**src/rtl/hzd_pkg.sv**
```systemverilog
`timescale 1ns/1ps
// Shared types for the bypass and interlock control.
// Assumes the select encoding is consumed by operand muxes in EX.
package hzd_pkg;
    localparam int SEL_W = 2;

    typedef enum logic [SEL_W-1:0] {
        SRC_RF = 2'b00,
        SRC_XM = 2'b01,
        SRC_MW = 2'b10
    } fwd_src_e;
endpackage

```
**src/rtl/hzd_prod_hit.sv**
```systemverilog
`timescale 1ns/1ps
// Single producer/consumer comparator.
// Reports a hit when a qualified producer writes a nonzero register
// equal to the consumer's source number. Register 0 never matches.
module hzd_prod_hit #(
    parameter int RW = 5
) (
    input  logic [RW-1:0] src,
    input  logic [RW-1:0] dst,
    input  logic          wen,
    input  logic          allow,
    output logic          hit
);
    localparam logic [RW-1:0] REG_ZERO = '0;

    // Compare destination against source under the qualifiers.
    always_comb begin
        hit = allow && wen && (dst != REG_ZERO) && (dst == src);
    end
endmodule

```
**src/rtl/hzd_fwd_pick.sv**
```systemverilog
`timescale 1ns/1ps
// Operand source picker for one ALU input in EX.
// EX/MEM has priority over MEM/WB; an EX/MEM load is never a source,
// since its data only exists after MEM (interlock or store path covers it).
module hzd_fwd_pick
    import hzd_pkg::*;
#(
    parameter int RW = 5
) (
    input  logic [RW-1:0] src,
    input  logic [RW-1:0] xm_dst,
    input  logic          xm_wen,
    input  logic          xm_load,
    input  logic [RW-1:0] mw_dst,
    input  logic          mw_wen,
    output fwd_src_e      sel
);
    logic xm_hit;
    logic mw_hit;

    hzd_prod_hit #(.RW(RW)) u_xm (
        .src   (src),
        .dst   (xm_dst),
        .wen   (xm_wen),
        .allow (!xm_load),
        .hit   (xm_hit)
    );

    hzd_prod_hit #(.RW(RW)) u_mw (
        .src   (src),
        .dst   (mw_dst),
        .wen   (mw_wen),
        .allow (1'b1),
        .hit   (mw_hit)
    );

    // Priority select: younger producer first.
    always_comb begin
        if (xm_hit)      sel = SRC_XM;
        else if (mw_hit) sel = SRC_MW;
        else             sel = SRC_RF;
    end
endmodule

```
**src/rtl/hzd_loaduse.sv**
```systemverilog
`timescale 1ns/1ps
// Load-use detector for the instruction in decode.
// Raises stall when a load in ID/EX writes a register that a decode
// source consumes in EX. Sources flagged unused (store data) are ignored.
module hzd_loaduse #(
    parameter int RW   = 5,
    parameter int NSRC = 2
) (
    input  logic [NSRC-1:0][RW-1:0] srcs,
    input  logic [NSRC-1:0]         used,
    input  logic [RW-1:0]           de_dst,
    input  logic                    de_wen,
    input  logic                    de_load,
    output logic                    stall
);
    logic [NSRC-1:0] hits;

    for (genvar g = 0; g < NSRC; g++) begin : g_src
        hzd_prod_hit #(.RW(RW)) u_cmp (
            .src   (srcs[g]),
            .dst   (de_dst),
            .wen   (de_wen),
            .allow (used[g] && de_load),
            .hit   (hits[g])
        );
    end

    // Any consuming source hit forces one stall cycle.
    always_comb begin
        stall = |hits;
    end
endmodule

```
**src/rtl/hzd_stfwd.sv**
```systemverilog
`timescale 1ns/1ps
// Store-data select for the MEM stage, decided one cycle early in EX.
// Assumes EX/MEM always advances (never stalled by this block), so the
// store in EX and the load in EX/MEM move together into MEM and MEM/WB.
module hzd_stfwd #(
    parameter int RW = 5
) (
    input  logic          clk,
    input  logic          rst_n,
    input  logic          ex_is_store,
    input  logic [RW-1:0] ex_rt,
    input  logic [RW-1:0] xm_dst,
    input  logic          xm_wen,
    input  logic          xm_load,
    output logic          st_sel
);
    logic pend_hit;
    logic st_q;

    hzd_prod_hit #(.RW(RW)) u_cmp (
        .src   (ex_rt),
        .dst   (xm_dst),
        .wen   (xm_wen),
        .allow (ex_is_store && xm_load),
        .hit   (pend_hit)
    );

    // Carry the decision along with the store into MEM.
    always_ff @(posedge clk) begin
        if (!rst_n) st_q <= 1'b0;
        else        st_q <= pend_hit;
    end

    assign st_sel = st_q;
endmodule

```
**src/rtl/hzd_bypass_ctrl.sv**
```systemverilog
`timescale 1ns/1ps
// Data-hazard control for a five-stage pipeline.
// Produces ALU operand selects, a MEM-stage store-data select and the
// stall/bubble controls for PC, IF/ID and ID/EX. Destination numbers,
// write-enables and load flags are decoded upstream.
module hzd_bypass_ctrl
    import hzd_pkg::*;
#(
    parameter int RW = 5
) (
    input  logic          clk,
    input  logic          rst_n,
    input  logic [RW-1:0] id_rs,
    input  logic [RW-1:0] id_rt,
    input  logic          id_rs_used,
    input  logic          id_rt_used,
    input  logic [RW-1:0] ex_rs,
    input  logic [RW-1:0] ex_rt,
    input  logic          ex_is_store,
    input  logic [RW-1:0] de_dst,
    input  logic          de_wen,
    input  logic          de_load,
    input  logic [RW-1:0] xm_dst,
    input  logic          xm_wen,
    input  logic          xm_load,
    input  logic [RW-1:0] mw_dst,
    input  logic          mw_wen,
    output logic [1:0]    fwd_a_sel,
    output logic [1:0]    fwd_b_sel,
    output logic          st_data_sel,
    output logic          pc_hold,
    output logic          ifid_hold,
    output logic          idex_bubble
);
    localparam int NOPS = 2;

    logic [NOPS-1:0][RW-1:0] ex_src;
    logic [NOPS-1:0][RW-1:0] id_src;
    logic [NOPS-1:0]         id_use;
    fwd_src_e                op_sel [NOPS];
    logic                    lu_stall;

    assign ex_src = {ex_rt, ex_rs};
    assign id_src = {id_rt, id_rs};
    assign id_use = {id_rt_used, id_rs_used};

    for (genvar g = 0; g < NOPS; g++) begin : g_op
        hzd_fwd_pick #(.RW(RW)) u_pick (
            .src     (ex_src[g]),
            .xm_dst  (xm_dst),
            .xm_wen  (xm_wen),
            .xm_load (xm_load),
            .mw_dst  (mw_dst),
            .mw_wen  (mw_wen),
            .sel     (op_sel[g])
        );
    end

    hzd_loaduse #(.RW(RW), .NSRC(NOPS)) u_lu (
        .srcs    (id_src),
        .used    (id_use),
        .de_dst  (de_dst),
        .de_wen  (de_wen),
        .de_load (de_load),
        .stall   (lu_stall)
    );

    hzd_stfwd #(.RW(RW)) u_st (
        .clk         (clk),
        .rst_n       (rst_n),
        .ex_is_store (ex_is_store),
        .ex_rt       (ex_rt),
        .xm_dst      (xm_dst),
        .xm_wen      (xm_wen),
        .xm_load     (xm_load),
        .st_sel      (st_data_sel)
    );

    // Drive operand selects and the shared stall controls.
    always_comb begin
        fwd_a_sel   = op_sel[0];
        fwd_b_sel   = op_sel[1];
        pc_hold     = lu_stall;
        ifid_hold   = lu_stall;
        idex_bubble = lu_stall;
    end
endmodule

```
**config.mk**
```make
export PLATFORM = sky130hd
export DESIGN_NAME = hzd_bypass_ctrl
export DESIGN_NICKNAME = d
export VERILOG_FILES = /design/src/rtl/hzd_pkg.sv /design/src/rtl/hzd_prod_hit.sv /design/src/rtl/hzd_fwd_pick.sv /design/src/rtl/hzd_loaduse.sv /design/src/rtl/hzd_stfwd.sv /design/src/rtl/hzd_bypass_ctrl.sv
export SDC_FILE = /design/constraint.sdc
export NUM_CORES = 1
export LEC_CHECK = 0
export BUFFER_PORTS_ARGS = -buffer_cell sky130_fd_sc_hd__buf_2
export CAP_MARGIN = 10
export CORE_AREA = 2 2 42 44
export DETAILED_ROUTE_END_ITERATION = 6
export DIE_AREA = 0 0 44 46
export PLACE_DENSITY = 0.73
export SYNTH_ARGS = -nofsm -noshare
export SYNTH_HDL_FRONTEND = slang
export SYNTH_SLANG_ARGS = --single-unit
```
**constraint.sdc**
```tcl
create_clock -name clk -period 1.3 [get_ports clk]
set_input_delay 0.13 -clock clk [delete_from_list [all_inputs] [get_ports clk]]
set_output_delay 0.13 -clock clk [all_outputs]
set_load 0.005 [all_outputs]
```
Yosys cells after proc, flatten, opt, wreduce, memory -nomap -nowiden
Cells that the tools add are included.
Cells by class
  eq/ne operators: 6
  multiplexer cells: 4
  reduce and logical (&&, ||, !) cells: 24
Operator list (number)
  5-bit == test: 6
  1-bit logical AND: 19
  5-bit nonzero test: 3
  2-bit two-way mux: 4
  2-bit OR reduction: 1
  1-bit zero test: 1
Storage, ports and cells
  flip-flop bits (word level): 1
  input port bits: 45

Depth between registers and ports, before layout
  word-level depth: 5
  mapped depth: 5
  depth with buffers taken out: 4

Cells and area by module
Synthesis repeated with hierarchy kept, for this count alone.
Second synthesis, totals
  cells, all modules: 86
  area total of the unflattened synthesis: 658.1 sq um
Modules (own cells, without submodules)
  hzd_prod_hit: instances 7, cells an instance 10, area an instance 76.3 sq um
  hzd_fwd_pick: instances 2, cells an instance 4, area an instance 28.8 sq um
  hzd_stfwd: instances 1, cells an instance 3, area an instance 32.5 sq um
  hzd_loaduse: instances 1, cells an instance 3, area an instance 18.8 sq um
  hzd_bypass_ctrl: instances 1, cells an instance 2, area an instance 15.0 sq um

Worst setup path before layout
Ideal clock, no wire load.
  path type: input -> output
  from: input port xm_dst[0]
  to: output port fwd_b_sel[1]
  arrival time: 1.150 ns
  path slack: 0.020 ns
  stages on the path: 4
  buffers on the path: 0
  cell sequence: or4_4 > o21ai_2 > nor4_1 > nor4_2
Between the ends
  longest elaborated chain between the ends: 4
  elaborated cells on any way between the ends: 5
  those cells by class: 1 x eq/ne; 1 x mux; 3 x reduce/logical
Ends and longest elaborated chain
  start: declaration: RTL line hzd_bypass_ctrl.sv:23  | input logic [RW-1:0] xm_dst,
  5-bit nonzero test: RTL line hzd_prod_hit.sv:18  | hit = allow && wen && (dst != REG_ZERO) && (dst == src);
  1-bit logical AND: RTL line hzd_prod_hit.sv:18
  1-bit logical AND (*): RTL line hzd_prod_hit.sv:18
  named net g_op[1].u_pick.u_xm.hit: RTL line hzd_prod_hit.sv:12  | output logic hit
  2-bit two-way mux (*): RTL line hzd_fwd_pick.sv:39  | if (xm_hit) sel = SRC_XM;
  end: declaration: RTL line hzd_bypass_ctrl.sv:29  | output logic [1:0] fwd_b_sel,
The timed path passes the listed nets; every way through them passes the cells marked *.

Final worst setup path
  from: input port xm_dst[2]
  to: output port fwd_b_sel[1]
Between the ends
  longest elaborated chain between the ends: 4
  elaborated cells on any way between the ends: 5
  those cells by class: 1 x eq/ne; 1 x mux; 3 x reduce/logical
Ends and longest elaborated chain (RTL line)
  5-bit nonzero test: hzd_prod_hit.sv:18
  1-bit logical AND: hzd_prod_hit.sv:18
  1-bit logical AND (*): hzd_prod_hit.sv:18
  2-bit two-way mux (*): hzd_fwd_pick.sv:39
Every way passes the cells marked *; elsewhere a longest branch is shown, timed or not.

==> impl_metrics.env <==
export IMPL_hp_class="reg2out"
export IMPL_finalHoldViolCount=0
export IMPL_cpLargestDelayFamily="simple AND/OR/NAND/NOR gates"
export IMPL_leakage_nw=0.457
export IMPL_routedWlPerCell_um=12.1
export IMPL_crit_start="xm_dst[2]"
export IMPL_tightest_slew_ns=0.305
export IMPL_p_per_area_nw_per_um2=322
export IMPL_antenna_cells=0
export IMPL_instances_no_fill=135
export IMPL_status="finished, violations left"
export IMPL_highest_layer="met4"
export IMPL_grt_max_degree=4
export IMPL_failed_checks="setup timing"
export IMPL_maxCapViolCount=0
export IMPL_final_common_cell="buf_2"
export IMPL_place_hpwl_um=1410
export IMPL_path_common_cell="buf_6"
export IMPL_m1WireLength_um=509
export IMPL_syn_cell_area_um2=477
export IMPL_ys_warn_count=0
export IMPL_place_gp_congestion=0.808
export IMPL_die_w_um=44
export IMPL_syn_to_final_growth_pct=97.1
export IMPL_avgSynthCellArea_um2=8.22
export IMPL_hold_slack_ns=0.517
export IMPL_clk_pin_slew_ns=0
export IMPL_ios=53
export IMPL_first_global_vias=629
export IMPL_core_um2=1610
export IMPL_dr_first_iter_drc_count=1
export IMPL_cp_slowest_stage_delay_ns=0.54
export IMPL_path_max_fanout=2
export IMPL_critical_path_arrival_ns=1.39
export IMPL_drive_gt1_share_pct=63.6
export IMPL_cp_start_kind="primary input"
export IMPL_ys_seq_area_share_pct=4.20
export IMPL_grt_usage_pct=16.0
export IMPL_wl_met2_um=908
export IMPL_cp_slowest_cell="or4_4"
export IMPL_synth_top_cell_by_area="xor2_1"
export IMPL_crit_required_ns=1.17
export IMPL_grt_antenna_before_repair=0
export IMPL_viasPerCell=5.03
export IMPL_synth_top_cell_area_share_pct=40.4
export IMPL_synth_distinct_cells=16
export IMPL_largest_reg_flops=1
export IMPL_ant_nets=0
export IMPL_grt_pass1_wl_um=2460
export IMPL_area_sequential_um2=20.0
export IMPL_setup_viol=3
export IMPL_crit_path_end_kind="primary output"
export IMPL_vias=679
export IMPL_final_cell_mix="44 x buf_2, 22 x xor2_1, 11 x buf_4"
export IMPL_n_fill_cell=139
export IMPL_multi_input_area_um2=490
export IMPL_nNetsFinal=165
export IMPL_syn_inst=58
export IMPL_placed_cells=133
export IMPL_grt_ovfl_total=0
export IMPL_start_util_pct=29.5
export IMPL_drc=0
export IMPL_tns_ns=-0.443
export IMPL_post_route_period_util_pct=117
export IMPL_setup_worst_path_class="in2out"
export IMPL_ir_drop_v=0.000141
export IMPL_ys_ff_latch=1
export IMPL_holdPathEnd="st_data_sel"
export IMPL_routed_wl_um=1640
export IMPL_yosys_top_cells_area="xor2_1 40%, xnor2_1 15%, nor4_1 6.6%"
export IMPL_num_rows=15
export IMPL_drtPass1Iterations=2
export IMPL_route_met3_wl_um=199
export IMPL_finalCriticalPeriod_ns=1.52
export IMPL_fp_dieH_um=46
export IMPL_syn_num_nets=103
export IMPL_rsz0062_at_grt="true"
export IMPL_finalMaxSlewViolations=0
export IMPL_min_from="u_st.st_sel"
export IMPL_slew_limit_headroom_pct=79.6
export IMPL_die_area_um2=2020
export IMPL_max_freq_mhz=657
export IMPL_cp_num_buf_inv=3
export IMPL_crit_chain="buf_6 -> or4_4 -> o21ai_4 -> buf_6 -> nor4_4 -> nor4_2 -> buf_2"
export IMPL_port_buffers=52
export IMPL_setup_slack_ns=-0.221
export IMPL_holdPathStages=1
## per-stage QoR
step	instance area [µm²]	util (%)	power, mW	setup WS, ns
floorplan	477	-	0.118	0.0195
global placement	803	49.8	0.245	-0.226
detailed placement	803	49.8	0.253	-0.240
CTS	901	55.8	0.290	-0.240
global route	940	58.2	0.327	-0.281
finish	940	58.2	0.302	-0.221
## layer usage
metal | global-route usage [%] | vias up
met5 | 0 | -
met4 | 3.64 | 0
met3 | 2.38 | 2
met2 | 36.5 | 47
met1 | 14.0 | 301
li1 | - | 329
## final cells by class
class	instances	share of cell area, %
flip-flops and latches	1	2.13
well taps	17	2.26
repair buffers	64	43.4
multi-input cells	53	52.2
## worst max path at each step
stage	end	cells after the start
6_report	fwd_b_sel[1]	7
3_5_place_dp	fwd_b_sel[1]	6
5_1_grt	fwd_b_sel[1]	7
4_1_cts	fwd_b_sel[1]	7
3_3_place_gp	fwd_a_sel[1]	6
2_1_floorplan	fwd_b_sel[1]	4
## cell families (layout without fill, tap and decap cells)
family                    Yosys count  in the layout  share of synthesized area, %
buffers and inverters               4             64                          6.30
and+or+nand+nor                    18             18                          27.8
AOI/OAI and AO/OA                   5              5                          6.56
DFF                                 1              1                          4.20
xor gates and xnor gates           30             30                          55.1
## repair_timing
action | CTS | global route
pin swaps | 8 | 4
hold buffers | 0 | 0
setup buffers | 1 | 1
resized for setup | 16 | 7
endpoints found under the setup margin | 7 | 7
## power by group
group | leakage [nW] | switching, mW | internal [mW]
combinational | 0.449 | 0.118 | 0.153
clock | 0 | 0 | 0
sequential | 0.00805 | 0.0000205 | 0.0314
## cell usage after synthesis (all sizes together)
cell type  count
a21oi          1
and4           1
buf            4
dfxtp          1
nand3          4
nor2b          1
nor4           7
o211ai         1
o21ai          3
or4            5
xnor2          8
xor2          22
Note: power is estimated with default switching activity, not from simulation.
